==> config.mk <==
export PLATFORM = sky130hd
export DESIGN_NAME = term_cal_seq
export DESIGN_NICKNAME = d
export VERILOG_FILES = /design/src/rtl/tcal_pkg.sv /design/src/rtl/tcal_script.sv /design/src/rtl/tcal_delay.sv /design/src/rtl/tcal_poll_guard.sv /design/src/rtl/tcal_req_drv.sv /design/src/rtl/term_cal_seq.sv
export SDC_FILE = /design/constraint.sdc
export NUM_CORES = 1
export LEC_CHECK = 0
export BUFFER_PORTS_ARGS = -buffer_cell sky130_fd_sc_hd__buf_2
export CORE_MARGIN = 2
export CORE_UTILIZATION = 45
export CTS_CLUSTER_DIAMETER = 50
export DETAILED_ROUTE_END_ITERATION = 10
export GPL_TIMING_DRIVEN = 0
export PLACE_DENSITY = 0.67
export SLEW_MARGIN = 10
export SYNTH_ARGS = -nofsm -noshare
export SYNTH_HDL_FRONTEND = slang
export SYNTH_SLANG_ARGS = --single-unit
==> constraint.sdc <==
create_clock -name clk -period 2.2 [get_ports clk]
set_input_delay 0.33 -clock clk [delete_from_list [all_inputs] [get_ports clk]]
set_output_delay 0.33 -clock clk [all_outputs]
set_load 0.02 [all_outputs]
==> src/rtl/tcal_pkg.sv <==
package tcal_pkg;
  localparam int ADDR_W    = 8;
  localparam int CODE_W    = 4;
  localparam int LEN_W     = 3;
  localparam int NUM_STEPS = 12;
  localparam int IDX_W     = $clog2(NUM_STEPS + 1);
  localparam int IDX_POLL    = 6;
  localparam int IDX_RELEASE = 9;

  typedef enum logic [2:0] {
    K_WRITE,
    K_POLL,
    K_READ_CODE,
    K_WRITE_CODE,
    K_DELAY
  } step_kind_e;

  typedef struct packed {
    step_kind_e        kind;
    logic [ADDR_W-1:0] addr;
    logic [LEN_W-1:0]  len;
    logic [CODE_W-1:0] data;
  } step_t;

  function automatic int wait_cycles(input int clk_hz, input int wait_us);
    return (clk_hz / 1_000_000) * wait_us;
  endfunction

  function automatic logic poll_passed(input logic [CODE_W-1:0] rd);
    return rd[0];
  endfunction

  function automatic step_t mk(input step_kind_e k, input int a, input int l, input int d);
    step_t s;
    s.kind = k;
    s.addr = ADDR_W'(a);
    s.len  = LEN_W'(l);
    s.data = CODE_W'(d);
    return s;
  endfunction

  function automatic step_t script_at(input logic [IDX_W-1:0] idx);
    case (int'(idx))
      0:       return mk(K_WRITE,      'h43, 1, 0);
      1:       return mk(K_WRITE,      'h41, 1, 0);
      2:       return mk(K_WRITE,      'h40, 1, 0);
      3:       return mk(K_WRITE,      'h40, 1, 1);
      4:       return mk(K_DELAY,      'h00, 0, 0);
      5:       return mk(K_WRITE,      'h41, 1, 1);
      6:       return mk(K_POLL,       'h42, 1, 0);
      7:       return mk(K_READ_CODE,  'h49, 4, 0);
      8:       return mk(K_WRITE_CODE, 'h44, 4, 0);
      9:       return mk(K_WRITE,      'h41, 1, 0);
      10:      return mk(K_WRITE,      'h40, 1, 0);
      11:      return mk(K_WRITE,      'h43, 1, 1);
      default: return mk(K_DELAY,      'h00, 0, 0);
    endcase
  endfunction
endpackage

==> src/rtl/tcal_script.sv <==
module tcal_script
  import tcal_pkg::*;
(
  input  logic [IDX_W-1:0] idx,
  output step_t            entry
);
  assign entry = script_at(idx);
endmodule

==> src/rtl/tcal_delay.sv <==
module tcal_delay #(
  parameter int CYCLES = 50000
) (
  input  logic clk,
  input  logic rst_n,
  input  logic load,
  output logic expire
);
  localparam int CW = $clog2(CYCLES + 1);
  logic [CW-1:0] cnt;

  always_ff @(posedge clk or negedge rst_n) begin
    if (!rst_n)             cnt <= '0;
    else if (load)          cnt <= CW'(CYCLES);
    else if (cnt != '0)     cnt <= cnt - CW'(1);
  end

  assign expire = (cnt == CW'(1));
endmodule

==> src/rtl/tcal_poll_guard.sv <==
module tcal_poll_guard #(
  parameter int MAX_POLLS = 1000
) (
  input  logic clk,
  input  logic rst_n,
  input  logic clear,
  input  logic fail,
  output logic exhausted
);
  localparam int CW = $clog2(MAX_POLLS + 1);
  logic [CW-1:0] cnt;

  always_ff @(posedge clk or negedge rst_n) begin
    if (!rst_n)      cnt <= '0;
    else if (clear)  cnt <= '0;
    else if (fail)   cnt <= cnt + CW'(1);
  end

  assign exhausted = (cnt == CW'(MAX_POLLS - 1));
endmodule

==> src/rtl/tcal_req_drv.sv <==
module tcal_req_drv
  import tcal_pkg::*;
(
  input  logic              clk,
  input  logic              rst_n,
  input  logic              issue,
  input  step_t             entry,
  input  logic [CODE_W-1:0] code,
  input  logic              ack,
  output logic              tp_req,
  output logic              tp_write,
  output logic [ADDR_W-1:0] tp_addr,
  output logic [LEN_W-1:0]  tp_len,
  output logic [CODE_W-1:0] tp_wdata
);
  always_ff @(posedge clk or negedge rst_n) begin
    if (!rst_n) begin
      tp_req   <= 1'b0;
      tp_write <= 1'b0;
      tp_addr  <= '0;
      tp_len   <= '0;
      tp_wdata <= '0;
    end else if (issue) begin
      tp_req   <= 1'b1;
      tp_write <= (entry.kind == K_WRITE) || (entry.kind == K_WRITE_CODE);
      tp_addr  <= entry.addr;
      tp_len   <= entry.len;
      tp_wdata <= (entry.kind == K_WRITE_CODE) ? code : entry.data;
    end else if (ack) begin
      tp_req   <= 1'b0;
    end
  end
endmodule

==> src/rtl/term_cal_seq.sv <==
module term_cal_seq
  import tcal_pkg::*;
#(
  parameter int CLK_HZ    = 50_000_000,
  parameter int WAIT_US   = 1000,
  parameter int MAX_POLLS = 1000
) (
  input  logic              clk,
  input  logic              rst_n,
  input  logic              start,
  output logic              done,
  output logic              err,
  output logic [CODE_W-1:0] result,
  output logic              tp_req,
  output logic              tp_write,
  output logic [ADDR_W-1:0] tp_addr,
  output logic [LEN_W-1:0]  tp_len,
  output logic [CODE_W-1:0] tp_wdata,
  input  logic              tp_ack,
  input  logic [CODE_W-1:0] tp_rdata
);
  localparam int WAIT_CYCLES = wait_cycles(CLK_HZ, WAIT_US);

  typedef enum logic [2:0] {ST_IDLE, ST_STEP, ST_REQ, ST_WAIT, ST_DONE} state_e;

  state_e            state;
  logic [IDX_W-1:0]  idx;
  logic [CODE_W-1:0] code_q;
  logic              to_flag;
  step_t             entry;

  // named internal events
  logic seq_busy, at_end, ev_start, ev_ack, ev_issue, ev_delay_load;
  logic ev_poll_pass, ev_poll_fail, ev_timeout, delay_expire, polls_exhausted;

  assign seq_busy      = (state != ST_IDLE);
  assign at_end        = (idx == IDX_W'(NUM_STEPS));
  assign ev_start      = (state == ST_IDLE) && start;
  assign ev_ack        = (state == ST_REQ) && tp_req && tp_ack;
  assign ev_issue      = (state == ST_STEP) && !at_end && (entry.kind != K_DELAY);
  assign ev_delay_load = (state == ST_STEP) && !at_end && (entry.kind == K_DELAY);
  assign ev_poll_pass  = ev_ack && (entry.kind == K_POLL) && poll_passed(tp_rdata);
  assign ev_poll_fail  = ev_ack && (entry.kind == K_POLL) && !poll_passed(tp_rdata);
  assign ev_timeout    = ev_poll_fail && polls_exhausted;

  tcal_script i_script (.idx(idx), .entry(entry));

  tcal_delay #(.CYCLES(WAIT_CYCLES)) i_delay (
    .clk(clk), .rst_n(rst_n), .load(ev_delay_load), .expire(delay_expire)
  );

  tcal_poll_guard #(.MAX_POLLS(MAX_POLLS)) i_guard (
    .clk(clk), .rst_n(rst_n), .clear(ev_start), .fail(ev_poll_fail),
    .exhausted(polls_exhausted)
  );

  tcal_req_drv i_req (
    .clk(clk), .rst_n(rst_n), .issue(ev_issue), .entry(entry), .code(code_q),
    .ack(ev_ack), .tp_req(tp_req), .tp_write(tp_write), .tp_addr(tp_addr),
    .tp_len(tp_len), .tp_wdata(tp_wdata)
  );

  always_ff @(posedge clk or negedge rst_n) begin
    if (!rst_n) begin
      state   <= ST_IDLE;
      idx     <= '0;
      code_q  <= '0;
      to_flag <= 1'b0;
    end else begin
      case (state)
        ST_IDLE: if (start) begin
          idx     <= '0;
          code_q  <= '0;
          to_flag <= 1'b0;
          state   <= ST_STEP;
        end
        ST_STEP: begin
          if (at_end)                     state <= ST_DONE;
          else if (entry.kind == K_DELAY) state <= ST_WAIT;
          else                            state <= ST_REQ;
        end
        ST_REQ: if (ev_ack) begin
          state <= ST_STEP;
          if (ev_timeout) begin
            to_flag <= 1'b1;
            idx     <= IDX_W'(IDX_RELEASE);
          end else if (ev_poll_fail) begin
            idx <= idx;
          end else begin
            if (entry.kind == K_READ_CODE) code_q <= tp_rdata;
            idx <= idx + IDX_W'(1);
          end
        end
        ST_WAIT: if (delay_expire) begin
          idx   <= idx + IDX_W'(1);
          state <= ST_STEP;
        end
        ST_DONE: state <= ST_IDLE;
        default: state <= ST_IDLE;
      endcase
    end
  end

  assign done   = (state == ST_DONE);
  assign err    = done && to_flag;
  assign result = code_q;
endmodule

== Yosys cells after proc, flatten, opt, wreduce, memory -nomap -nowiden ==
Memories as Yosys holds them, arrays and structs flattened.
Index checks and enable logic that the tools add are counted.
Cells by class
  $add $sub $neg: 3
  multipliers: 0
  div/mod/pow operators: 0
  order comparisons: 0
  equality and inequality tests: 20
  shifts and indexed selects: 0
  muxes and demuxes: 28
  bitwise operators: 0
  reductions and logical operators: 25
Operators by type and width (number)
  two-way mux 4 bit: 10
  two-way mux 16 bit: 2
  two-way mux 10 bit: 2
  equality test 16 x 1 -> 1 bit, second input constant: 1
  nonzero test 16 bit: 1
  subtractor 16 x 1 -> 16 bit, second input constant: 1
  equality test 3 x 2 -> 1 bit, second input constant: 4
  two-way mux 3 bit: 4
  != test 2 bit, second input constant: 6
  one-hot mux 3 bit (4 select lines): 1
  one-hot mux 4 bit (3 select lines): 1
  adder 10 x 1 -> 10 bit, second input constant: 1
  equality test 10 bit, second input constant: 1
  logical AND 1 bit: 10
  one-hot mux 4 bit (2 select lines): 1
  nonzero test 2 bit: 4
  equality test 3 x 1 -> 1 bit, second input constant: 2
  equality test 3 bit, second input constant: 2
  zero test 3 bit: 2
  two-way mux 1 bit: 6
  != test 3 bit, second input constant: 2
  AND reduction 6 bit: 1
  AND reduction 5 bit: 1
  adder 4 x 1 -> 4 bit, second input constant: 1
  8 further kinds: 9
Storage, ports and cells
  register bits: 55
  bits in latches: 0
  RAM bits: 0
  memory bits (read-only): 176
  bits of input ports: 8
  word-level logic and storage cells: 88
  memories: 1
Memories
  (no name shown): words 16, bits a word 11, read ports 1, clocked after memory_dff 0, write ports 0, line tcal_pkg.sv:43  | case (int'(idx))

== Longest topological paths before layout ==
  word-level depth: 9
  gate-level depth with buffers: 9

== Hierarchy ==
From an unflattened synthesis, not the netlist that was laid out.
Unflattened totals
  cells, all modules: 310
  area, all modules: 3244.4 um^2
By module, submodules not included
  tcal_delay: times used 1, cells each 93, area each 960.9 um^2
  term_cal_seq: times used 1, cells each 80, area each 760.7 um^2
  tcal_req_drv: times used 1, cells each 48, area each 693.2 um^2
  tcal_poll_guard: times used 1, cells each 51, area each 526.8 um^2
  tcal_script: times used 1, cells each 38, area each 302.8 um^2

== Least setup slack after synthesis ==
No wires, ideal clock.
  kind: register to register
  start point: register idx[0]
  end point: register i_delay.cnt[0]
  arrival time: 2.167 ns
  required time: 2.068 ns
  setup slack: -0.099 ns
  cell stages (with the launch flop): 9
  path buffers: 2
  period minus slack after synthesis: 2.299 ns
  path through: dfrtp_1 -> inv_1 -> ha_1 -> clkbuf_1 -> or4b_2 -> o21ai_0 -> and3_1 -> clkbuf_1 -> nor2_1
Between the ends
  word-level cells in the longest chain between the ends: 5
  elaborated cells on any way between the ends: 8
  those cells by class: eq/ne: 2; mux: 1; reduce/logical: 4; memory: 1
Ends and longest elaborated chain
  start: declaration: line term_cal_seq.sv:27  | logic [IDX_W-1:0] idx;
  start signal: assignment: line term_cal_seq.sv:86  | idx <= IDX_W'(IDX_RELEASE);
  start signal: assignment: line term_cal_seq.sv:88  | idx <= idx;
  start signal: assignment: line term_cal_seq.sv:91  | idx <= idx + IDX_W'(1);
  branches (longest 3 deep; another with memory (16 x 11 bit))
  logical AND 1 bit (*): line term_cal_seq.sv:41  | assign ev_delay_load = (state == ST_STEP) && !at_end && (entry.kind == K_DELAY);
  two-way mux 16 bit / nonzero test 2 bit (equally long branches)
  end signal: assignment: line tcal_delay.sv:14  | else if (load) cnt <= CW'(CYCLES);
  end signal: assignment: line tcal_delay.sv:15  | else if (cnt != '0) cnt <= cnt - CW'(1);
  end: declaration: line tcal_delay.sv:10  | logic [CW-1:0] cnt;
Mark *: on every way between the ends.
A chain may end at the register's enable or synchronous reset.

== Final worst setup path ==
  start point: register i_delay.cnt[7]
  end point: register idx[0]
Between the ends
  word-level cells in the longest chain between the ends: 3
Ends and longest elaborated chain
  equality test 16 x 1 -> 1 bit: line tcal_delay.sv:18  | assign expire = (cnt == CW'(1));
  != test 2 bit (no line)
  AND reduction 5 bit (no line)
Every way passes these cells.

==> out/metrics.cfg <==
[outcome]
status=finished with violations
violations=negative setup slack

[cells_and_area]
final_common_cell=dfrtp_1
fillCellCount=558
diodes=0
instances_no_fill=440
layout_common_cells=49 x dfrtp_1, 31 x nand2_1, 27 x buf_4, 25 x buf_2, 21 x nor2_1
areaGrowthSynthToFinish_pct=24.1
drive_gt1_share_pct=27.5
layout.nets=381

[synthesis]
syn_area_per_cell_sq_um=9.41
synth_seq_cells=51
yosys.area_share.simple_pct=22.5
syn_area_sq_mm=0.00287
yosysSeqAreaShare_pct=44.4
async_reset_ff_share_pct=100
synthFlopType=dfrtp_1
syn_inst=305
synth-compound-area-share_pct=13.9
synth_xor_area_share_pct=4.88
synthMuxAreaShare_pct=4.31
synth_top_family_by_area=simple AND/OR/NAND/NOR gates
ys_types=55
ys_warn_count=0
synth_edf_count=0
synthAdderAreaFrac_pct=4.79

[routing]
drtIter0Drc=116
ant_nets=0
routed_wl_mm=6.39
vias_per_cell=5.47
first_pass_iters=4
vias=2405
wire_per_inst_microns=14.5
drcViolationCount=0

[cts]
cts_hold_buf=0
clock-sinks=51
htreeDepth=2
cts_buffers=5
clk_pin_slew_ps=100
cts_tree=built
cts-root-buf=clkbuf_8
cts.path.max_buffers=2
clk_latency_ps=310

[timing]
skew_ps=12.4
period_minus_slack_ps=2230
clock.fmax_mhz=449
rsz0062_at_grt=true
fin_crit_sh_pct=101
whs_ps=29.7
relSlewSlack_pct=57.0
slew_violations=0
setup_viol=2
fin_ws_ps=-25.7
worstMarginPinSlew_ps=646
finalHoldViolations=0

[critical_path]
critPathMaxFanout=3
crit-reg2reg-launch=i_delay.cnt[7]$_DFFE_PN0P_
reg2reg_depth=5
arrival_ps=2420
r2r-end=idx[0]$_DFFE_PN0P_
path_class=flop to flop
cp-startpoint=i_delay.cnt[7]$_DFFE_PN0P_
critPathCaptureType=flop
crit_end=idx[0]$_DFFE_PN0P_
reg2reg_slack_ps=-30
worst_setup_path_start_kind=flop
critPathRequiredTime_ps=2390

[pwr]
total_power_mw=4.13
internal_power_mw=2.43
pwr-share-clk_pct=14.1
p_leak_nw=1.62
ir_drop_mv=0.576
seqPwrFrac_pct=36.0
p_comb_share_pct=49.9
switching_power_mw=1.70
power_density_mw_per_mm2=1160
swShare_pct=41.2

[global_route]
grt_start_max_net_pins=52
grt_pass1_wl_mm=10.9
met1_usage_pct=25.1
grt_usage_pct=18.9
grt_pass1_vias=2342
grt_busiest_layer=met2
grt_overflow=0
antenna_found_initial=0
grtUsageMet3_pct=3.46
grtUsageMet2_pct=31.2

[placed_design]
dp.cells=411
place.port_buffers=26
place_congestion=0.825
dp_hpwl_mm=4.11

[hold_path]
hp-class=input port to async pin

[floorplanning]
die_h_microns=83.9
num_rows=29
dieArea_sq_mm=0.00704
io_pins=31
core-area_sq_mm=0.00628
initial_core_util_pct=45.7
die_w_microns=83.9

[job]
drv_cap=0

synth_stat cells, types with 6 or more instances:
library cell	n	area share, %
mux2i_1	6	2.1
ha_1	11	4.8
nor4_1	6	1.3
nand2_1	32	4.2
nand3_1	13	2.3
nor3_1	9	1.6
nor2_1	21	2.7
dfrtp_1	51	44
o21ai_0	18	3.1
inv_1	13	1.7
nand4_1	7	1.5
and3_1	7	1.5
clkbuf_1	13	1.7
a21oi_1	15	2.6
xor2_1	12	3.7
metal layers:
layer / share of wire [%] / vias up
met5: 0 / -
met4: 1.9 / 0
met3: 3.4 / 9
met2: 48 / 47
met1: 47 / 1156
li1: - / 1193
layout make-up:
| type | instances | area [sq um] | area share [%] |
|---|---|---|---|
| repair buffers | 48 | 298 | 8.36 |
| multi-input cells | 225 | 1630 | 45.8 |
| inverters | 13 | 48.8 | 1.37 |
| clock inverters | 2 | 16.3 | 0.456 |
| plain buffers | 18 | 111 | 3.13 |
| well taps | 77 | 96.3 | 2.70 |
| clock buffers | 6 | 82.6 | 2.32 |
| flip-flops and latches | 51 | 1280 | 35.9 |
how the worst min path moves through the flow:
stage	start	end	slack (ps)	cells after the start
global placement	i_req.tp_len[0]$_DFFE_PN0P_	i_req.tp_len[0]$_DFFE_PN0P_	460	1
global route	rst_n	i_req.tp_wdata[1]$_DFFE_PN0P_	80	1
finish	rst_n	i_req.tp_wdata[1]$_DFFE_PN0P_	30	1
detailed placement	i_req.tp_wdata[2]$_DFFE_PN0P_	i_req.tp_wdata[2]$_DFFE_PN0P_	470	2
CTS	tp_rdata[3]	result[3]$_DFFE_PN0P_	240	3
floorplan	rst_n	i_delay.cnt[0]$_DFFE_PN0P_	30	0
power by group through the flow:
| stage | registers (mW) | logic (mW) | clock network (mW) |
|---|---|---|---|
| floorplan | 1.55 | 1.14 | 0 |
| global placement | 1.49 | 1.57 | 0 |
| detailed placement | 1.50 | 1.60 | 0 |
| CTS | 1.46 | 1.88 | 0.608 |
| global route | 1.52 | 2.29 | 0.643 |
| finish | 1.49 | 2.06 | 0.582 |
through the flow:
| step | setup slack, ps | cell area [sq um] | setup TNS, ps | utilization, % |
|---|---|---|---|---|
| final | -25.7 | 3560 | -35.8 | 56.8 |
| after global routing | -90.8 | 3560 | -239 | 56.8 |
| after CTS | -38.9 | 3400 | -68.6 | 54.2 |
| after detailed placement | -351 | 3120 | -6670 | 49.7 |
| after global placement | -348 | 3120 | -6320 | 49.7 |
| after floorplan | -19.2 | 2890 | -38.3 | - |
timing repair:
action,4_1_cts,5_1_grt
gates resized for setup,19,25
setup buffers,14,8
pin swaps,1,6
gates cloned,0,0
setup endpoints to repair,36,40
sequential cells by signal (all words and copies together) (netlist names):
signal          flops
result              4
i_req.tp_addr       5
idx                 4
i_req.tp_write      1
to_flag             1
i_guard.cnt        10
i_req.tp_req        1
i_req.tp_len        2
state               3
i_req.tp_wdata      4
i_delay.cnt        16
cell families (layout without fill, tap and decap cells):
family	after synthesis	after routing
AND/OR/NAND/NOR	123	123
AO/OA/AOI/OAI	60	60
flip-flops	51	51
buffers and inverters	32	87
XOR/XNOR	16	16
adder cells (fa/ha/maj)	11	11
multiplexers	11	11
other	1	4
worst max-delay path, stage by stage (launching register included):
cell and delay, ps:
dfrtp_1 390, or4_4 540, or3_4 390, o31ai_4 260, o211a_4 230, mux2_4 300
(Power assumes the default switching activity.)
